<file path="config.mk">
export PLATFORM = sky130hd
export DESIGN_NAME = nand_host_ctrl
export DESIGN_NICKNAME = d
export VERILOG_FILES = /design/src/rtl/nhc_pkg.sv /design/src/rtl/nhc_rb_sync.sv /design/src/rtl/nhc_strobe.sv /design/src/rtl/nhc_ecc.sv /design/src/rtl/nand_host_ctrl.sv
export SDC_FILE = /design/constraint.sdc
export NUM_CORES = 1
export LEC_CHECK = 0
export BUFFER_PORTS_ARGS = -buffer_cell sky130_fd_sc_hd__buf_2
export CAP_MARGIN = 5
export CORE_ASPECT_RATIO = 1.5
export CORE_UTILIZATION = 45
export CTS_BUF_LIST = sky130_fd_sc_hd__clkbuf_4 sky130_fd_sc_hd__clkbuf_8
export DETAILED_ROUTE_END_ITERATION = 12
export PLACE_DENSITY = 0.64
export SYNTH_ARGS = -nofsm -noshare
export SYNTH_HDL_FRONTEND = slang
export SYNTH_SLANG_ARGS = --single-unit
</file>
<file path="constraint.sdc">
create_clock -name clk_i -period 2.8 [get_ports clk_i]
set_clock_uncertainty 0.15 [all_clocks]
set_input_delay 0.56 -clock clk_i [delete_from_list [all_inputs] [get_ports clk_i]]
set_output_delay 0.56 -clock clk_i [all_outputs]
set_load 0.005 [all_outputs]
</file>
<file path="src/rtl/nhc_pkg.sv">
package nhc_pkg;
  localparam int BANKS = 4;
  localparam int SEL_W = 2;

  localparam logic [7:0] OFS_CMD  = 8'h00;
  localparam logic [7:0] OFS_ADR  = 8'h04;
  localparam logic [7:0] OFS_DAT  = 8'h08;
  localparam logic [7:0] OFS_ECC  = 8'h10;
  localparam logic [7:0] OFS_CTRL = 8'h40;
  localparam logic [7:0] OFS_STAT = 8'h44;
  localparam logic [7:0] OFS_TIME = 8'h48;
  localparam logic [7:0] OFS_REV  = 8'h50;

  localparam int CTRL_CE_REL  = 31;
  localparam int CTRL_ECC_CLR = 30;
  localparam int CTRL_SEL_LO  = 24;
  localparam int BANK_EN      = 31;
  localparam int BANK_WIDE    = 27;
  localparam int STAT_RDY     = 24;

  localparam logic [7:0] COL_MASK [6] = '{8'h55, 8'hAA, 8'h33, 8'hCC, 8'h0F, 8'hF0};

  typedef enum logic [1:0] {ST_IDLE, ST_XFER, ST_DONE} fsm_e;
  typedef enum logic [1:0] {PH_DATA, PH_CMD, PH_ADR} phase_e;
  typedef enum logic [1:0] {SP_IDLE, SP_LOW, SP_HIGH} stb_e;
endpackage

</file>
<file path="src/rtl/nhc_rb_sync.sv">
module nhc_rb_sync #(
  parameter int STAGES = 2
) (
  input  logic clk_i,
  input  logic rst_ni,
  input  logic d_i,
  output logic q_o
);
  logic [STAGES-1:0] s_q;

  always_ff @(posedge clk_i or negedge rst_ni) begin
    if (!rst_ni) s_q <= '0;
    else         s_q <= {s_q[STAGES-2:0], d_i};
  end

  assign q_o = s_q[STAGES-1];
endmodule

</file>
<file path="src/rtl/nhc_strobe.sv">
module nhc_strobe
  import nhc_pkg::*;
#(
  parameter int TIME_W = 4
) (
  input  logic              clk_i,
  input  logic              rst_ni,
  input  logic              start_i,
  input  logic              rd_i,
  input  logic [TIME_W-1:0] half_i,
  output logic              we_no,
  output logic              re_no,
  output logic              sample_o,
  output logic              done_o,
  output logic              busy_o
);
  stb_e              ph_q;
  logic [TIME_W-1:0] cnt_q;
  logic              rd_q;

  assign sample_o = (ph_q == SP_LOW)  && (cnt_q == '0);
  assign done_o   = (ph_q == SP_HIGH) && (cnt_q == '0);
  assign busy_o   = (ph_q != SP_IDLE);
  assign we_no    = !((ph_q == SP_LOW) && !rd_q);
  assign re_no    = !((ph_q == SP_LOW) && rd_q);

  always_ff @(posedge clk_i or negedge rst_ni) begin
    if (!rst_ni) begin
      ph_q  <= SP_IDLE;
      cnt_q <= '0;
      rd_q  <= 1'b0;
    end else begin
      case (ph_q)
        SP_IDLE: if (start_i) begin
          ph_q  <= SP_LOW;
          cnt_q <= half_i - TIME_W'(1);
          rd_q  <= rd_i;
        end
        SP_LOW: if (cnt_q == '0) begin
          ph_q  <= SP_HIGH;
          cnt_q <= half_i - TIME_W'(1);
        end else cnt_q <= cnt_q - TIME_W'(1);
        SP_HIGH: if (cnt_q == '0) begin
          if (start_i) begin
            ph_q  <= SP_LOW;
            cnt_q <= half_i - TIME_W'(1);
            rd_q  <= rd_i;
          end else ph_q <= SP_IDLE;
        end else cnt_q <= cnt_q - TIME_W'(1);
        default: ph_q <= SP_IDLE;
      endcase
    end
  end

  // strobe width counter never exceeds the programmed count
  assert_low_bounded_R10: assert property (@(posedge clk_i) disable iff (!rst_ni)
    busy_o |-> (cnt_q < half_i));
endmodule

</file>
<file path="src/rtl/nhc_ecc.sv">
module nhc_ecc
  import nhc_pkg::*;
(
  input  logic        clk_i,
  input  logic        rst_ni,
  input  logic        clr_i,
  input  logic        en_i,
  input  logic [7:0]  byte_i,
  output logic [23:0] ecc_o
);
  logic [7:0]  idx_q;
  logic [15:0] lp_q, lp_d;
  logic [5:0]  cp_q, cp_d;
  logic        par;

  assign par = ^byte_i;

  for (genvar k = 0; k < 8; k++) begin : g_line
    assign lp_d[2*k+1] = lp_q[2*k+1] ^ (par & idx_q[k]);
    assign lp_d[2*k]   = lp_q[2*k]   ^ (par & ~idx_q[k]);
  end

  for (genvar c = 0; c < 6; c++) begin : g_col
    assign cp_d[c] = cp_q[c] ^ (^(byte_i & COL_MASK[c]));
  end

  always_ff @(posedge clk_i or negedge rst_ni) begin
    if (!rst_ni) begin
      idx_q <= '0;
      lp_q  <= '0;
      cp_q  <= '0;
    end else if (clr_i) begin
      idx_q <= '0;
      lp_q  <= '0;
      cp_q  <= '0;
    end else if (en_i) begin
      idx_q <= idx_q + 8'd1;
      lp_q  <= lp_d;
      cp_q  <= cp_d;
    end
  end

  assign ecc_o = {cp_q, 2'b11, lp_q[15:8], lp_q[7:0]};
endmodule

</file>
<file path="src/rtl/nand_host_ctrl.sv">
module nand_host_ctrl
  import nhc_pkg::*;
#(
  parameter int          ADDR_W      = 8,
  parameter int          TIME_W      = 4,
  parameter int          DEF_HALF    = 2,
  parameter int          SYNC_STAGES = 2,
  parameter logic [31:0] REV_ID      = 32'h0001_0300
) (
  input  logic              clk_i,
  input  logic              rst_ni,
  input  logic              req_i,
  input  logic              we_i,
  input  logic [ADDR_W-1:0] addr_i,
  input  logic [31:0]       wdata_i,
  output logic [31:0]       rdata_o,
  output logic              ready_o,
  output logic [BANKS-1:0]  ce_no,
  output logic              cle_o,
  output logic              ale_o,
  output logic              we_no,
  output logic              re_no,
  output logic [15:0]       io_o,
  output logic              io_oe_o,
  input  logic [15:0]       io_i,
  input  logic              rb_i
);
  fsm_e              state_q;
  phase_e            ph_q;
  logic              rd_q, wide_q;
  logic [2:0]        rem_q;
  logic [31:0]       sh_q, acc_q, reg_rd;
  logic              ce_rel_q;
  logic [SEL_W-1:0]  sel_q;
  logic [TIME_W-1:0] half_q, half_eff;
  logic [BANKS-1:0]  bank_en_q, bank_wide_q;
  logic              rb_q;
  logic              stb_start, stb_sample, stb_done, stb_busy;
  logic              ecc_en, ecc_clr;
  logic [7:0]        ecc_byte;
  logic [23:0]       ecc_w;

  logic [7:0]       ofs;
  logic             accept, flash_ok, sel_wide, bank_hit;
  logic [SEL_W-1:0] bank_idx;

  assign ofs      = addr_i[7:0];
  assign accept   = (state_q == ST_IDLE) && req_i;
  assign flash_ok = !ce_rel_q && bank_en_q[sel_q];
  assign sel_wide = bank_wide_q[sel_q];
  assign bank_hit = (ofs[7:4] == 4'h3) && (ofs[1:0] == 2'b00);
  assign bank_idx = ofs[3:2];
  assign half_eff = (half_q == '0) ? TIME_W'(1) : half_q;

  nhc_rb_sync #(.STAGES(SYNC_STAGES)) u_sync (
    .clk_i(clk_i), .rst_ni(rst_ni), .d_i(rb_i), .q_o(rb_q));

  for (genvar b = 0; b < BANKS; b++) begin : g_bank
    always_ff @(posedge clk_i or negedge rst_ni) begin
      if (!rst_ni) begin
        bank_en_q[b]   <= 1'b0;
        bank_wide_q[b] <= 1'b0;
      end else if (accept && we_i && bank_hit && bank_idx == SEL_W'(b)) begin
        bank_en_q[b]   <= wdata_i[BANK_EN];
        bank_wide_q[b] <= wdata_i[BANK_WIDE];
      end
    end
    assign ce_no[b] = ce_rel_q | (sel_q != SEL_W'(b));
  end

  always_comb begin
    reg_rd = '0;
    case (ofs)
      OFS_ECC:  reg_rd = {ecc_w, 8'h00};
      OFS_CTRL: begin
        reg_rd[CTRL_CE_REL] = ce_rel_q;
        reg_rd[CTRL_SEL_LO +: SEL_W] = sel_q;
      end
      OFS_STAT: reg_rd[STAT_RDY] = rb_q;
      OFS_TIME: reg_rd[TIME_W-1:0] = half_q;
      OFS_REV:  reg_rd = REV_ID;
      default: if (bank_hit) begin
        reg_rd[BANK_EN]   = bank_en_q[bank_idx];
        reg_rd[BANK_WIDE] = bank_wide_q[bank_idx];
      end
    endcase
  end

  always_ff @(posedge clk_i or negedge rst_ni) begin
    if (!rst_ni) begin
      state_q  <= ST_IDLE;
      ph_q     <= PH_DATA;
      rd_q     <= 1'b0;
      wide_q   <= 1'b0;
      rem_q    <= '0;
      sh_q     <= '0;
      acc_q    <= '0;
      rdata_o  <= '0;
      ce_rel_q <= 1'b1;
      sel_q    <= '0;
      half_q   <= TIME_W'(DEF_HALF);
    end else begin
      case (state_q)
        ST_IDLE: if (req_i) begin
          acc_q   <= '0;
          rd_q    <= !we_i;
          wide_q  <= sel_wide;
          rdata_o <= '0;
          state_q <= ST_DONE;
          if (ofs == OFS_DAT && flash_ok) begin
            state_q <= ST_XFER;
            ph_q    <= PH_DATA;
            rem_q   <= sel_wide ? 3'd2 : 3'd4;
            sh_q    <= wdata_i;
          end else if ((ofs == OFS_CMD || ofs == OFS_ADR) && we_i && flash_ok) begin
            state_q <= ST_XFER;
            ph_q    <= (ofs == OFS_CMD) ? PH_CMD : PH_ADR;
            rem_q   <= 3'd1;
            sh_q    <= sel_wide ? {8'h00, wdata_i[7:0], 16'h0000} : {wdata_i[7:0], 24'h0};
          end else if (!we_i) begin
            rdata_o <= reg_rd;
          end
          if (we_i && ofs == OFS_CTRL) begin
            ce_rel_q <= wdata_i[CTRL_CE_REL];
            sel_q    <= wdata_i[CTRL_SEL_LO +: SEL_W];
          end
          if (we_i && ofs == OFS_TIME) half_q <= wdata_i[TIME_W-1:0];
        end
        ST_XFER: begin
          if (stb_sample)
            acc_q <= wide_q ? {acc_q[15:0], io_i} : {acc_q[23:0], io_i[7:0]};
          if (stb_done) begin
            rem_q <= rem_q - 3'd1;
            sh_q  <= wide_q ? (sh_q << 16) : (sh_q << 8);
            if (rem_q == 3'd1) begin
              state_q <= ST_DONE;
              rdata_o <= rd_q ? acc_q : '0;
            end
          end
        end
        default: state_q <= ST_IDLE;
      endcase
    end
  end

  // back-to-back cycles chain straight from the end of the high phase
  assign stb_start = (state_q == ST_XFER) && (rem_q != '0) &&
                     (!stb_busy || (stb_done && rem_q > 3'd1));

  nhc_strobe #(.TIME_W(TIME_W)) u_strobe (
    .clk_i(clk_i), .rst_ni(rst_ni), .start_i(stb_start), .rd_i(rd_q),
    .half_i(half_eff), .we_no(we_no), .re_no(re_no),
    .sample_o(stb_sample), .done_o(stb_done), .busy_o(stb_busy));

  assign ecc_clr  = accept && we_i && (ofs == OFS_CTRL) && wdata_i[CTRL_ECC_CLR];
  assign ecc_en   = (state_q == ST_XFER) && (ph_q == PH_DATA) && !wide_q &&
                    (rd_q ? stb_sample : stb_done);
  assign ecc_byte = rd_q ? io_i[7:0] : sh_q[31:24];

  nhc_ecc u_ecc (
    .clk_i(clk_i), .rst_ni(rst_ni), .clr_i(ecc_clr), .en_i(ecc_en),
    .byte_i(ecc_byte), .ecc_o(ecc_w));

  assign ready_o = (state_q == ST_DONE);
  assign cle_o   = (state_q == ST_XFER) && (ph_q == PH_CMD);
  assign ale_o   = (state_q == ST_XFER) && (ph_q == PH_ADR);
  assign io_oe_o = (state_q == ST_XFER) && !rd_q;
  assign io_o    = wide_q ? sh_q[31:16] : {8'h00, sh_q[31:24]};

  assert_ce_onehot_R4: assert property (@(posedge clk_i) disable iff (!rst_ni)
    $onehot0(~ce_no));
  assert_strobe_needs_ce_R8: assert property (@(posedge clk_i) disable iff (!rst_ni)
    (!we_no || !re_no) |-> (ce_no != '1));
  assert_latch_excl_R3: assert property (@(posedge clk_i) disable iff (!rst_ni)
    !(cle_o && ale_o));
  assert_ready_pulse_R14: assert property (@(posedge clk_i) disable iff (!rst_ni)
    ready_o |=> !ready_o);
  assert_no_drive_on_read_R6: assert property (@(posedge clk_i) disable iff (!rst_ni)
    !re_no |-> !io_oe_o);
  assert_ecc_hold_R12: assert property (@(posedge clk_i) disable iff (!rst_ni)
    (!ecc_en && !ecc_clr) |=> $stable(ecc_w));
endmodule

</file>
* Yosys cells after proc, flatten, opt, wreduce, memory -nomap -nowiden
Index checks and enable logic that the tools add are counted.
** Word-level totals
- Flip-flop bits (word level) :: 159
- Bits in latches :: 0
- RAM bits :: 0
- ROM bits :: 0
- Output and inout port bits :: 58
- Logic and storage cells :: 260
- Memories kept :: 0
** Operators by class
- $add $sub $neg :: 4
- $mul :: 0
- Div/mod/pow operators :: 0
- $lt $le $gt $ge :: 3
- Eq/ne operators :: 29
- Shift-type cells :: 0
- Mux-type cells :: 74
- Bitwise gates (word level) :: 50
- Reductions and logical operators :: 74
** Operators by type and width (number)
- 32-bit two-way mux :: 16
- 32-bit one-hot mux with 2 select lines :: 3
- 8-bit parity :: 7
- 16-bit two-way mux :: 3
- 20-bit one-hot mux with 2 select lines :: 1
- 8-bit by 7-bit equality test with 1-bit output (second input constant) :: 4
- 1-bit logical AND :: 29
- 8-bit two-way mux :: 3
- 2-bit two-way mux :: 11
- 1-bit XOR :: 22
- 4-bit two-way mux :: 5
- 3-bit two-way mux :: 6
- 3-bit AND reduction :: 6
- 1-bit AND :: 16
- 2-bit != test (second input constant) :: 8
- 6-bit two-way mux :: 2
- 4-bit one-hot mux with 3 select lines :: 1
- 2-bit nonzero test :: 6
- 1-bit two-way mux :: 11
- 2-bit equality test (second input constant) :: 5
- 2-bit logical NOT :: 5
- 8-bit by 1-bit adder with 8-bit output (second input constant) :: 1
- 1-bit binary-select mux with 2-bit select :: 4
- 2-bit by 1-bit equality test with 1-bit output (second input constant) :: 4
- 27 further kinds :: 55

* Depth between registers and ports, before layout
Gate-level depths: netlist (run 1).
- Depth in word-level cells :: 9
- Gate-level depth with buffers :: 9

* Hierarchy
From an unflattened synthesis (run 1), not the netlist that was laid out.
** Second synthesis, totals
- Cells, all modules :: 873
- Area, all modules :: 8518.2 um^2
** Modules (own cells, without submodules)
- nand_host_ctrl :: times used 1, cells an instance 633, area each 6299.8 um^2, seq. area each 3005.4 um^2
- nhc_ecc :: times used 1, cells an instance 165, area each 1549.0 um^2, seq. area each 750.7 um^2
- nhc_strobe :: times used 1, cells an instance 73, area each 619.3 um^2, seq. area each 175.2 um^2
- nhc_rb_sync :: times used 1, cells an instance 2, area each 50.0 um^2, seq. area each 50.0 um^2

* Worst setup path after synthesis (run 1)
No wires, ideal clock.
- Path type :: flip-flop to output port
- From :: register wide_q
- To :: output io_o[0]
- Data arrival time :: 1660 ps
- Data required time :: 2090 ps
- Path slack :: 430 ps
- Stages on the path, launching flop included :: 5
- Cell sequence :: dfrtp_1 -> clkbuf_1 -> clkbuf_1 -> buf_1 -> mux2_2
** Between the ends
- Cells in the longest elaborated chain, start to end :: 1
** RTL lines
- start: declaration :: line nand_host_ctrl.sv:30 : logic rd_q, wide_q;
- start signal: assignment :: line nand_host_ctrl.sv:107 : wide_q <= sel_wide;
- 16-bit two-way mux :: line nand_host_ctrl.sv:168 : assign io_o = wide_q ? sh_q[31:16] : {8'h00, sh_q[31:24]};
- end: declaration :: line nand_host_ctrl.sv:23 : output logic [15:0] io_o,
Every way passes these cells.

* Worst setup path after layout (run 1)
- From :: register wide_q
- To :: output io_o[2]
The elaborated chain is that of the path after synthesis.

==> run summary, run 1 <==
DR pass1 iterations: 5
vias in the first global route: 7107
simple-gate portion of the synthesized area: 16.0%
Global Route met1 Usage: 29.2%
Clock transition at path regs: 90 ps
chip height: 171 um
gp weighted congestion: 0.877
routing usage on met3: 5.46%
Clock Power Share: 33.8%
final wirelength: 23400 um
layer carrying the most global-route usage: met2
RSZ-0062 raised after global routing: no
post-layout worst setup margin: 135 ps
# nets final: 1089
number of fill cells: 1756
clock buffer depth: 2
gr ovfl total: 0
Final Hold Viols: 0
placed cell count: 1248
min Tclk post-route: 2660 ps
Max Clk Rate: 0.375 GHz
largest net degree at the start of global routing: 78
worst min path class: input pin to flip-flop
Int Pwr: 3820 uW
Peak VDD IR: 316 uV
largest family of logic cells by synthesized area: compound AO/OA/AOI/OAI gates
final non-filler cell total: 1283
Sink Count: 159
Worst Path Buf+Inv: 2
Cell Area, Placed: 0.00973 mm2
Synth Area in Compound Gates: 18.6%
Via density: 5.55
max_cap viols: 0
CTS tree: built
Mapped Area: 0.00861 mm2
Power Density: 552 mW/mm2
cell row count: 61
CTS root buf: clkbuf_8
Post-Syn Instances: 893
met2 GRT Util: 46.1%
share of the clock period used by the worst path: 95.2%
worst-path cell chain: buf_4 -> mux2_2 -> buf_2
H-tree Lvls: 4
element type at the critical path end: output port
final setup fails: 0
TritonCTS buffer count: 17
setup_tns: 0 ps
layout cells sized above 1: 24.6%
switching share of power: 32.0%
Crit Path Class: flip-flop to output port
DP Wirelength: 17000 um
Pleak: 0.00441 uW
adder-cell share of the synthesized area: 1.74%
Slew Limit Fails: 0
initial antenna violation count: 3
Iter 0 DRT Violations: 326
Worst-Skew Late Latency: 470 ps
multiplexer area fraction after synthesis: 9.92%
syn avg cell area: 9.65 um2
Synth Flop Type: dfrtp_1
Post-DRT Antenna Nets: 0
YS warnings: 0
die width: 115 um
Area Growth Syn to Fin: 18.2%
number of synthesized register bits: 159
CP arrival: 1950 ps
first-pass GRT wire length: 38000 um
part of the power in combinational logic: 21.6%
WP depth: 3
Psw: 1800 uW
GRT Util Overall: 25.3%
WL per Instance: 18.2 um
sequential area share after synthesis: 46.2%
Design Area, Final: 0.0102 mm2
Core Area: 0.0186 mm2
dpl ws: -9.50 ps
Syn Nets: 966
hold slack: 48.9 ps
via count: 7122
Crit path max-delay family: flip-flops
R2R depth: 8
worst-path fanout max: 26
IO Count: 119
Worst path slowest cell: dfrtp_2
DRC viols: 0
status: completed
Worst R2R Setup Slack: 270 ps
Reg power frac: 44.6%
Critical Path Start Type: flip-flop
Post-synth EDFFs: 0
Die ar.: 0.0197 mm2
Slew HR: 55.1%
Async S/R FF share, synth: 100%
Post-CTS Setup Repair Bufs: 0
CP required: 2090 ps
# port buffers: 118
Slew @ Worst Pin: 673 ps
distinct cell type count after synthesis: 61
Post-Synth XOR/XNOR Area: 3.25%
Largest stage delay, worst path: 730 ps
worst hold stages: 1
initial cell density of the core: 46.3%
worst register-to-register path, delay by kind of cell, from the launching register on:
family / cells / cell delay [ps]
fa+ha+maj: 1 / 230
mux: 1 / 310
flops: 1 / 430
simple gates: 2 / 590
compound gates: 3 / 590
buf+inv: 1 / 110
cells by family after synthesis:
kind of cell    count (synthesis)
flops                         159
mux                            77
fa+ha+maj                      12
xor+xnor                       32
compound gates                238
simple gates                  288
buf+inv                        87
synthesized netlist by cell type (17+ instances only):
library cell    n  share of area (%)
dfrtp_1       157                 46
nor2_1        100                4.4
nand2_1        87                3.8
a21oi_1        76                4.4
mux2i_1        46                5.3
o31ai_1        42                3.7
clkbuf_1       39                1.7
o21ai_1        28                1.6
inv_1          26                1.1
nand3_1        24                1.4
a22oi_1        20                1.7
xnor2_1        18                1.8
a221oi_1       17                1.7
buf_2          17               0.99
routing by layer:
layer  part of all wire (%)  vias up
li1                       -     3460
met1                     40     3459
met2                     54      168
met3                    3.9       33
met4                    2.3        2
met5                  0.034        -
worst paths after layout:
check,start,to
setup / recovery,wide_q,io_o[2]
hold / removal,rb_i,u_sync.s_q[0]
setup reg to reg,u_strobe.cnt_q[0],u_strobe.cnt_q[2]
hold reg to reg,u_sync.s_q[0],u_sync.s_q[1]
max in group asynchronous,rst_ni,acc_q[1]
min in group asynchronous,rst_ni,ph_q[0]
repair_timing:
item	4_1_cts	5_1_grt
hold endpoints to repair	22	0
setup endpoints to repair	0	3
gates resized for setup	0	1
hold buffers	1	0
registers in the layout (all words and copies together), names as in the netlist, 2 cells and up:
signal,cells
ph_q,2
sel_q,2
u_ecc.idx_q,8
bank_wide_q,4
u_ecc.lp_q,16
sh_q,32
u_ecc.cp_q,6
rem_q,3
bank_en_q,4
half_q,4
acc_q,32
u_strobe.ph_q,2
state_q,2
u_sync.s_q,2
rdata_o,32
u_strobe.cnt_q,4
through the flow:
stage	util (%)	total power, uW
CTS	54.6	5630
global placement	52.2	3720
floorplan	-	3260
finish	54.7	5620
detailed placement	52.2	3750
global route	54.7	5890
cell type report:
| type | count | area (um2) | area share, % |
|---|---|---|---|
| multi-input cells | 647 | 4310 | 42.4 |
| well taps | 252 | 315 | 3.10 |
| flip-flops and latches | 159 | 3980 | 39.1 |
| inverters | 26 | 97.6 | 0.958 |
| repair buffers | 165 | 1040 | 10.2 |
| clock inverters | 15 | 196 | 1.93 |
| diodes | 2 | 5.00 | 0.0491 |
| clock buffers | 17 | 234 | 2.30 |
power by group through the flow:
stage / sequential [uW] / clock, uW / combinational (uW)
2_1_floorplan: 2530 / 0 / 729
3_3_place_gp: 2550 / 0 / 1170
3_5_place_dp: 2550 / 0 / 1190
4_1_cts: 2510 / 1930 / 1200
5_1_grt: 2520 / 2020 / 1350
6_report: 2510 / 1900 / 1210
cells in the final DEF (no fill, tap or decap), types with 20 or more instances in the layout:
master / n
dfrtp_1: 156
buf_2: 117
nor2_1: 99
nand2_1: 87
a21oi_1: 75
mux2i_1: 46
o31ai_1: 42
buf_4: 39
o21ai_1: 27
inv_1: 26
nand3_1: 24
a22oi_1: 20
Power figures use the tool's default switching activity.
==> run 2, diff against run 1 <==
PLACE_DENSITY = not set   (was 0.64)
PLACE_DENSITY_LB_ADDON = 0.08   (was not set)
==> run 2 against run 1 <==
  * Fmax increased by 6.3%
  * Routed wire length increased by 3.1%
  * Critical path type is now flip-flop to flip-flop
  * Global-route usage increased by 0.49 points
  * Worst setup slack improved by 160 ps
  * Hold slack got worse by 5.0 ps
  * Die area unchanged
==> run summary, run 2 (synthesized netlist as in run 1, its figures left out) <==
H-tree Lvls: 4
layout cells sized above 1: 24.2%
largest registers: acc_q x32, rdata_o x32, sh_q x32
min Tclk post-route: 2510 ps
# nets final: 1084
worst-path fanout max: 65
Worst path slowest cell: or3_1
CTS tree: built
cell row count: 61
Sink Count: 159
Area Growth Syn to Fin: 17.1%
share of the clock period used by the worst path: 89.5%
initial cell density of the core: 46.3%
clock buffer depth: 2
Crit Path Class: flip-flop to flip-flop
gp weighted congestion: 0.842
hold slack: 43.9 ps
number of fill cells: 1783
Max Clk Rate: 0.399 GHz
Via density: 5.61
CP required: 3030 ps
DRC viols: 0
die width: 115 um
GRT Util Overall: 25.7%
Slew @ Worst Pin: 778 ps
chip height: 171 um
commonest non-fill, non-tap cell in the layout: dfrtp_1
post-layout worst setup margin: 293 ps
Slew HR: 47.9%
CTS root buf: clkbuf_8
largest net degree at the start of global routing: 66
# port buffers: 118
dpl ws: 214 ps
Post-DRT Antenna Nets: 0
IO Count: 119
most frequent cells in the layout: dfrtp_1, buf_2, nor2_1
Peak VDD IR: 274 uV
Clock transition at path regs: 100 ps
CP arrival: 2740 ps
element type at the critical path end: flip-flop
via count: 7159
worst-path cell chain: inv_1 -> ha_1 -> nand4bb_1 -> or3_1 -> a21oi_4 -> buf_12 -> nor2_1 -> a21oi_1
Pleak: 0.00435 uW
first-pass GRT wire length: 38100 um
initial antenna violation count: 1
status: completed
gr ovfl total: 0
DR pass1 iterations: 5
RSZ-0062 raised after global routing: no
n_diodes: 0
Die ar.: 0.0197 mm2
TritonCTS buffer count: 17
Largest stage delay, worst path: 500 ps
final setup fails: 0
DP Wirelength: 17900 um
setup_tns: 0 ps
final wirelength: 24100 um
Critical Path Start Type: flip-flop
vias in the first global route: 7011
Final Hold Viols: 0
Iter 0 DRT Violations: 406
Worst-Skew Late Latency: 460 ps
WL per Instance: 18.9 um
max_cap viols: 0
Post-CTS Setup Repair Bufs: 0
Core Area: 0.0186 mm2
worst min path class: input pin to flip-flop
Slew Limit Fails: 0
Power Density: 532 mW/mm2
run 2: path summary, 6_finish.rpt:
path | slack (ps) | to | from | cells past startpoint
max in group asynchronous | 1240 | half_q[1] | rst_ni | 3
min in group asynchronous | 470 | u_ecc.lp_q[15] | rst_ni | 2
worst max-delay path | 290 | rdata_o[3] | u_strobe.ph_q[0] | 8
worst min register to register | 210 | u_sync.s_q[1] | u_sync.s_q[0] | 0
worst max register to register | 290 | rdata_o[3] | u_strobe.ph_q[0] | 8
worst min-delay path | 40 | u_sync.s_q[0] | rb_i | 1
run 2: through the flow:
stage                     total power [uW]  util (%)  std cells  cell area (um2)
after detailed placement              3730      52.0       1243             9690
after CTS                             5410      54.1       1276            10100
final                                 5360      54.1       1276            10100
after global placement                3720      52.0       1243             9690
after global routing                  5640      54.1       1276            10100
after floorplan                       3260         -        893             8610
run 2: area by class of cell:
cell class	count	area (um2)	share of cell area (%)
clock buffer	18	248	2.46
clock inverter	14	134	1.33
inverter	26	97.6	0.968
multi-input combinational	647	4300	42.7
sequential	159	3980	39.5
tap	252	315	3.13
timing repair buffer	160	1000	9.94
run 2: power by group:
group	switching, uW	total (uW)	internal [uW]
combinational	701	1170	472
sequential	113	2520	2400
clock	932	1670	741
total	1750	5360	3620
run 2: timing repair:
action,CTS,global route
gates resized for setup,0,0
endpoints found under the setup margin,0,0
hold buffers,1,0
hold endpoints to repair,51,0
run 2: layer usage:
metal  global-route usage, %  share of wire, %
met4                    8.81               2.2
met3                    4.65               4.4
met2                    48.0                55
met5                       0             0.066
met1                    29.0                39
run 2: worst max-delay path: cells and delay by family, from the launching register on:
kind                       cells  cell delay, ps
DFF                            1             450
AOI/OAI and AO/OA              2             330
adders and majority gates      1             200
buffers and inverters          2             380
and+or+nand+nor                3             850
